`src/rtl/bitfield_mem_unit.sv`:
```
module bitfield_mem_unit #(
  parameter int AW = 16
) (
  input  logic          clk,
  input  logic          rst_n,
  input  logic          start,
  input  logic [2:0]    op,
  input  logic [AW-1:0] base_addr,
  input  logic [31:0]   bit_ofs,
  input  logic [4:0]    field_len,
  input  logic [31:0]   ins_val,
  output logic          busy,
  output logic          done,
  output logic [31:0]   result,
  output logic          neg,
  output logic          mem_req,
  output logic          mem_we,
  output logic [AW-1:0] mem_addr,
  output logic [7:0]    mem_wdata,
  input  logic [7:0]    mem_rdata,
  input  logic          mem_ack
);

  localparam int WIN = 40;
  localparam logic [2:0] OP_EXTU = 3'd0, OP_EXTS = 3'd1, OP_INS = 3'd2,
                         OP_CHG  = 3'd3, OP_CLR  = 3'd4, OP_SET = 3'd5,
                         OP_FFO  = 3'd6;

  typedef enum logic [1:0] {S_IDLE, S_RD, S_WR, S_FIN} state_t;

  state_t          st;
  logic [2:0]      op_q;
  logic [AW-1:0]   addr_q;
  logic [2:0]      bofs_q;
  logic [5:0]      len_q;
  logic [31:0]     ofs_q;
  logic [31:0]     val_q;
  logic [WIN-1:0]  win_q;
  logic [2:0]      idx_q;

  logic [6:0]      span;
  logic [2:0]      last;
  logic            writes;
  logic [5:0]      rsh;
  logic [WIN-1:0]  aligned;
  logic [31:0]     hi_mask, field_lj, ext_u, ext_s, ins_lj;
  logic [WIN-1:0]  mask40, new40;
  logic [5:0]      lead;

  assign span    = ({4'b0, bofs_q} + {1'b0, len_q} - 7'd1) >> 3;
  assign last    = span[2:0];
  assign writes  = (op_q == OP_INS) || (op_q == OP_CHG) ||
                   (op_q == OP_CLR) || (op_q == OP_SET);
  assign rsh     = 6'd32 - len_q;
  assign aligned = win_q << bofs_q;
  assign hi_mask = ~(32'hFFFF_FFFF >> len_q);
  assign field_lj = aligned[WIN-1 -: 32] & hi_mask;
  assign ext_u   = field_lj >> rsh;
  assign ext_s   = $signed(field_lj) >>> rsh;
  assign ins_lj  = val_q << rsh;
  assign mask40  = {hi_mask, 8'h00} >> bofs_q;

  always_comb begin
    case (op_q)
      OP_INS:  new40 = (win_q & ~mask40) | (({ins_lj, 8'h00} >> bofs_q) & mask40);
      OP_CHG:  new40 = win_q ^ mask40;
      OP_CLR:  new40 = win_q & ~mask40;
      OP_SET:  new40 = win_q | mask40;
      default: new40 = win_q;
    endcase
  end

  always_comb begin
    logic hit;
    hit  = 1'b0;
    lead = len_q;
    for (int k = 0; k < 32; k++) begin
      if (!hit && field_lj[31-k]) begin
        hit  = 1'b1;
        lead = 6'(k);
      end
    end
  end

  always_comb begin
    case (op_q)
      OP_EXTS:                 result = ext_s;
      OP_INS:                  result = ins_lj;
      OP_CHG, OP_CLR, OP_SET:  result = field_lj;
      OP_FFO:                  result = ofs_q + {26'b0, lead};
      default:                 result = ext_u;
    endcase
  end

  assign neg       = (op_q == OP_INS) ? ins_lj[31] : field_lj[31];
  assign busy      = (st != S_IDLE);
  assign done      = (st == S_FIN);
  assign mem_req   = (st == S_RD) || (st == S_WR);
  assign mem_we    = (st == S_WR);
  assign mem_addr  = addr_q + AW'(idx_q);
  assign mem_wdata = new40[8*(4-idx_q) +: 8];

  always_ff @(posedge clk or negedge rst_n) begin
    if (!rst_n) begin
      st     <= S_IDLE;
      op_q   <= '0;
      addr_q <= '0;
      bofs_q <= '0;
      len_q  <= 6'd32;
      ofs_q  <= '0;
      val_q  <= '0;
      win_q  <= '0;
      idx_q  <= '0;
    end else begin
      case (st)
        S_IDLE: if (start) begin
          op_q   <= op;
          addr_q <= base_addr + AW'($signed(bit_ofs) >>> 3);
          bofs_q <= bit_ofs[2:0];
          len_q  <= (field_len == 5'd0) ? 6'd32 : {1'b0, field_len};
          ofs_q  <= bit_ofs;
          val_q  <= ins_val;
          win_q  <= '0;
          idx_q  <= '0;
          st     <= S_RD;
        end
        S_RD: if (mem_ack) begin
          win_q[8*(4-idx_q) +: 8] <= mem_rdata;
          if (idx_q == last) begin
            idx_q <= '0;
            st    <= writes ? S_WR : S_FIN;
          end else begin
            idx_q <= idx_q + 3'd1;
          end
        end
        S_WR: if (mem_ack) begin
          if (idx_q == last) st <= S_FIN;
          else idx_q <= idx_q + 3'd1;
        end
        default: st <= S_IDLE;
      endcase
    end
  end

  a_r11_done_pulse: assert property (@(posedge clk) disable iff (!rst_n)
    done |=> !done);

  a_r10_hold_until_ack: assert property (@(posedge clk) disable iff (!rst_n)
    mem_req && !mem_ack |=> mem_req && $stable(mem_addr) && $stable(mem_we) && $stable(mem_wdata));

  a_r10_writes_run_to_done: assert property (@(posedge clk) disable iff (!rst_n)
    mem_we |=> mem_we || done);

  a_r12_busy_ignores_start: assert property (@(posedge clk) disable iff (!rst_n)
    start && busy |=> $stable(op_q) && $stable(addr_q) && $stable(len_q) && $stable(ofs_q));

  a_r3_index_in_span: assert property (@(posedge clk) disable iff (!rst_n)
    mem_req |-> idx_q <= last);

  a_r11_idle_quiet: assert property (@(posedge clk) disable iff (!rst_n)
    !busy |-> !mem_req && !done);

endmodule

```
`config.mk`:
```
export PLATFORM = sky130hd
export DESIGN_NAME = bitfield_mem_unit
export DESIGN_NICKNAME = d
export VERILOG_FILES = /design/src/rtl/bitfield_mem_unit.sv
export SDC_FILE = /design/constraint.sdc
export NUM_CORES = 1
export LEC_CHECK = 0
export ABC_CLOCK_PERIOD_IN_PS = 18200
export BUFFER_PORTS_ARGS = -buffer_cell sky130_fd_sc_hd__buf_2
export CAP_MARGIN = 25
export CELL_PAD_IN_SITES_DETAIL_PLACEMENT = 1
export CELL_PAD_IN_SITES_GLOBAL_PLACEMENT = 1
export CORE_ASPECT_RATIO = 1.2
export CORE_MARGIN = 2
export CORE_UTILIZATION = 25
export DETAILED_ROUTE_END_ITERATION = 10
export GPL_TIMING_DRIVEN = 0
export PLACE_DENSITY = 0.55
export SLEW_MARGIN = 15
export SYNTH_ARGS = -nofsm -noshare
export SYNTH_HDL_FRONTEND = slang
export SYNTH_SLANG_ARGS = --single-unit
```
`constraint.sdc`:
```
create_clock -name clk -period 18.2 [get_ports clk]
set_input_delay 3.64 -clock clk [delete_from_list [all_inputs] [get_ports clk]]
set_output_delay 3.64 -clock clk [all_outputs]
set_load 0.02 [all_outputs]
```
# --- After elaboration in Yosys (flattened, before gate mapping) ---
# Index checks and enable logic that the tools add are counted.
op_classes:
  mux: 84
  n_div: 0
  order_cmp: 0
  n_addsub: 9
  n_bitwise: 8
  multipliers: 0
  n_shift: 10
  reduce_logical: 76
  eq_ne: 16
op_table:
  columns: ["cell", "count"]
  rows:
  - ["two-way mux 6 bit", 33]
  - ["case mux 40 bit (4 select lines)", 1]
  - ["case mux 32 bit (4 select lines)", 1]
  - ["AND 40 bit", 2]
  - ["two-way mux 40 bit", 2]
  - ["OR 40 bit", 2]
  - ["case mux 40 bit (2 select lines)", 1]
  - [">> shifter 40 x 3 -> 40 bit", 2]
  - ["bitwise mux 40 bit", 1]
  - ["NOT 40 bit", 1]
  - ["variable shift 8 x 34 -> 40 bit (first input constant)", 1]
  - ["indexed part select 40 x 33 -> 8 bit", 1]
  - ["indexed part select 8 x 34 -> 40 bit", 1]
  - ["left shift 40 x 3 -> 40 bit", 1]
  - ["bitwise XOR 40 bit", 1]
  - ["negation 32 -> 34 bit", 1]
  - ["two-way mux 1 bit", 33]
  - ["adder 32 x 6 -> 32 bit", 1]
  - ["AND 32 bit", 1]
  - ["NOT 32 bit", 1]
  - ["left shift 32 x 6 -> 32 bit", 1]
  - [">> shifter 32 x 6 -> 32 bit", 1]
  - [">> shifter 32 x 6 -> 32 bit (first input constant)", 1]
  - [">>> shifter 32 x 6 -> 32 bit", 1]
  - ["other kinds (30)", 111]
totals:
  wordCells: 212
  input_bits: 100
  ram_bits: 0
  ff_bits: 137
  latchBits: 0
  n_memories: 0
  romBits: 0
  output_inout_bits: 61

# --- Logic depth before layout (Yosys ltp) ---
depth:
  depth_word: 99
  mapped_depth: 31

# --- Worst setup path before layout ---
# No wires, ideal clock.
synth_path:
  path_kind: "register -> output"
  from: "register len_q[0]"
  to: "output port result[15]"
  path_stages_with_launch: 31
  required_ps: 14560
  n_path_buf: 9
  t_arrival_ps: 6146
  setup_slack_ps: 8414
  path_cell_list: "dfrtp_1 -> buf_6 -> buf_12 -> buf_2 -> inv_2 -> buf_2 -> buf_1 -> buf_1 -> ha_1 -> inv_1 -> ha_1 -> clkbuf_1 -> nor2_1 -> nor2_1 -> nor4_1 -> and4_1 -> clkbuf_1 -> and3_1 -> o31ai_1 -> a31oi_1 -> ha_1 -> a21o_1 -> a21o_1 -> a21oi_1 -> o21ai_0 -> and2_1 -> clkbuf_1 -> and4_1 -> o31ai_1 -> a31oi_1 -> o21ai_0"
synth_via:
  elab_chain_len: 99
synth_rtl:
  columns: ["element", "line", "rtl"]
  rows:
  - ["start, declared", "35", "logic [5:0] len_q;"]
  - ["start signal, assigned", "120", "len_q <= (field_len == 5'd0) ? 6'd32 : {1'b0, field_len};"]
  - [">> shifter 32 x 6 -> 32 bit", "56", "assign hi_mask = ~(32'hFFFF_FFFF >> len_q);"]
  - ["NOT 32 bit", "56", null]
  - ["AND 32 bit", "57", "assign field_lj = aligned[WIN-1 -: 32] & hi_mask;"]
  - ["two-way mux 1 bit", "78", "if (!hit && field_lj[31-k]) begin"]
  - ["zero test 1 bit", "78", null]
  - ["logical AND 1 bit", "78", null]
  - ["two-way mux 1 bit", "78", null]
  - ["zero test 1 bit", "78", null]
  - ["[83 not listed]", null, null]
  - ["zero test 1 bit", "78", null]
  - ["logical AND 1 bit", "78", null]
  - ["two-way mux 1 bit", "78", null]
  - ["zero test 1 bit", "78", null]
  - ["logical AND 1 bit", "78", null]
  - ["two-way mux 6 bit", "78", null]
  - ["adder 32 x 6 -> 32 bit", "90", "OP_FFO: result = ofs_q + {26'b0, lead};"]
  - ["case mux 32 bit (4 select lines) *", "86", "case (op_q)"]
  - ["end, declared", "14", "output logic [31:0] result,"]
# Mark *: on every way between the ends. The rest lies on a longest branch, timed or not.

# --- Worst setup path in the final report ---
layout_path:
  from: "register len_q[0]"
  to: "output port result[17]"
# Same word-level chain as after synthesis.

==> out/metrics.yaml <==
route:
  vias: 24212
  viasPerCell: 6.258
  drt_iter0_markers: 2474
  drcViolationCount: 0
  first_pass_iters: 5
  final_antenna_net_count: 0
  avgRoutedWirePerCell_um: 34.75
  wl_mm: 134.4
yosys:
  yosys_warnings: 0
  yosysMostFrequentCell: "nor2_1"
  yosys-top-cells-area: "dfrtp_1 16%, mux4_2 11%, ha_1 7.6%, mux2_2 6.5%, nor2_1 4.5%"
  synth_edf_count: 0
  synth_top_area_share_pct: 16.01
  synth-simple-area-share_pct: 17.87
  synth_compound_area_share_pct: 27.12
  async_flop_share_pct: 100.0
  ys_top_cells_by_count: "249 x nor2_1, 238 x nand2_1, 186 x o21ai_0"
  synth_largest_area_cell: "dfrtp_1"
  synth.area.mux_share_pct: 21.87
  ys_ff_latch: 134
  yosysSeqAreaShare_pct: 16.14
  avgSynthCellArea_um2: 8.149
  netlist_area_mm2: 0.02079
  ys_dominant_reg_cell: "dfrtp_1"
  synth_top_family_by_area: "compound AO/OA/AOI/OAI gates"
  synth_adder_area_share_pct: 7.873
  yosys.cell_types.count: 104
  synth_fp_nets: 2780
  synth-xor-area-share_pct: 2.691
  synth_cells: 2551
timing:
  period_share_pct: 74.53
  period_minus_slack_ps: 13570
  worst_pin_slew_ps: 1155
  fmax_mhz: 73.72
  rsz0062_at_grt: "no"
  hold_viol: 0
  report.final.slew_viol_count: 0
  slew_headroom_pct: 22.98
  fin_worst_skew_ps: 19.71
  fin_hold_ws_ps: 518.5
  setup-violations-final: 0
  fin_setup_tns_ps: 0
cells_and_area:
  fin_util_pct: 28.86
  fin_cells: 3869
  fillers: 9840
  final_nets: 2970
  area_growth_syn_to_layout_pct: 14.06
  layout-drive-gt1-share_pct: 19.93
cts:
  cts_max_level: 4
  cts_hold_buffers: 0
  numCtsBuffers: 17
  cts_sinks: 134
  clkLatencyLatePin_ps: 530
  cts_tree: "yes"
  ctsLongestPathBuffers: 2
  postCtsSetupBuffers: 0
  root_buffer: "clkbuf_16"
  ctsResizeCount: 0
  clkTransAtPathRegs_ps: 70
setup_path:
  cp_max_fo: 10
  crit_path_top_delay_cell: "buf_1"
  crit_type: "flop to output port"
  critPathMaxStageDelay_ps: 760
  cp.arrival_ps: 9930
  end_kind: "output port"
  cp.required_ps: 14560
  ff2ff_path_depth: 13
  startpoint_type: "flop"
placement:
  portBuffers: 160
  hpwlAfterDp_mm: 109.4
  dp_cells: 3831
  gp_congestion: 1.069
die:
  die_x_um: 267.2
  die_area_mm2: 0.08548
  num_io_pins: 161
  die_h_um: 319.9
  placementRows: 115
  initial_core_util_pct: 25.30
  fp.coreArea_mm2: 0.08216
outcome:
  status: "completed"
run:
  cap_violations: 0
grt:
  grt_pass1_vias: 24591
  track_usage_pct: 31.07
  antenna_found_initial: 11
  grt_max_degree: 91
  grt_pass1_wl_mm: 189.3
  grt-ovfl-total: 0
hold_path:
  hold_path.class: "flop to flop"
  whs_path_depth: 2
placed cells by master (no fill, tap or decap), types with 34 or more instances in the layout:
cell type  Yosys  layout
nor2_1       249     249
nand2_1      238     238
buf_2         46     208
o21ai_0      186     185
a21oi_1      143     142
dfrtp_1      133     133
ha_1         126     126
mux2_2       120     120
clkbuf_1     109     108
mux4_2        97      97
mux2i_1       93      93
inv_1         85      85
nor3_1        67      66
nand3_1       65      65
a22o_1        43      43
xnor2_1       41      41
a211oi_1      39      39
a221oi_1      38      38
a31oi_1       35      35
o211ai_1      35      35
buf_1         35      34
final timing paths:
path                                            start               endpoint  slack, ps
min in group asynchronous                       rst_n  win_q[16]$_DFFE_PN0P_       3000
worst min register to register  addr_q[2]$_DFFE_PN0P_  addr_q[2]$_DFFE_PN0P_        520
worst max-delay path             len_q[0]$_DFFE_PN0P_             result[17]       4630
max in group asynchronous                       rst_n  ofs_q[28]$_DFFE_PN0P_      14260
worst max register to register   idx_q[0]$_DFFE_PN0P_  win_q[19]$_DFFE_PN0P_      12270
worst min-delay path            addr_q[2]$_DFFE_PN0P_  addr_q[2]$_DFFE_PN0P_        520
per-stage QoR:
stage | worst slack [ps] | area [um^2]
4_1_cts | 4812 | 23690
3_3_place_gp | 5411 | 22980
2_1_floorplan | 8414 | 20790
3_5_place_dp | 5403 | 23120
6_report | 4635 | 23710
5_1_grt | 4260 | 23710
metal layers:
metal | vias to the layer above | share of wire (%) | GRT usage (%)
li1 | 10150 | - | -
met1 | 12276 | 39 | 37.37
met2 | 1368 | 46 | 50.29
met3 | 408 | 7.4 | 5.605
met4 | 10 | 7.7 | 21.00
met5 | - | 0.043 | 0
worst max-delay path: cells and delay by family (launching register included):
family | cells | cell delay (ps)
simple gates | 7 | 2180
fa+ha+maj | 3 | 1100
xor+xnor | 1 | 90
flops | 1 | 410
compound gates | 8 | 2390
buf+inv | 10 | 3200
sequential cells by signal (all words and copies together) (netlist names):
name,flops
addr_q,16
len_q,6
st,2
idx_q,3
val_q,32
op_q,3
bofs_q,2
win_q,40
ofs_q,30
layout make-up:
| type | instances | area (um^2) | share of cell area, % |
|---|---|---|---|
| multi-input combinational | 2113 | 16140 | 68.05 |
| sequential | 134 | 3354 | 14.15 |
| tap | 1111 | 1390 | 5.863 |
| buffer | 212 | 996.0 | 4.201 |
| timing repair buffer | 171 | 909.6 | 3.836 |
| clock buffer | 18 | 439.2 | 1.852 |
| inverter | 92 | 345.3 | 1.456 |
| clock inverter | 14 | 130.1 | 0.5488 |
| antenna | 4 | 10.01 | 0.04222 |
cell families after synthesis:
kind of cell	count (synthesis)
adders and majority gates	129
AOI/OAI and AO/OA	812
xor gates and xnor gates	63
DFF	134
muxes	313
buffers and inverters	304
and+or+nand+nor	796
Power is not shown: default switching activity piles up to over one toggle a cycle in this logic, so the estimate is an artifact.
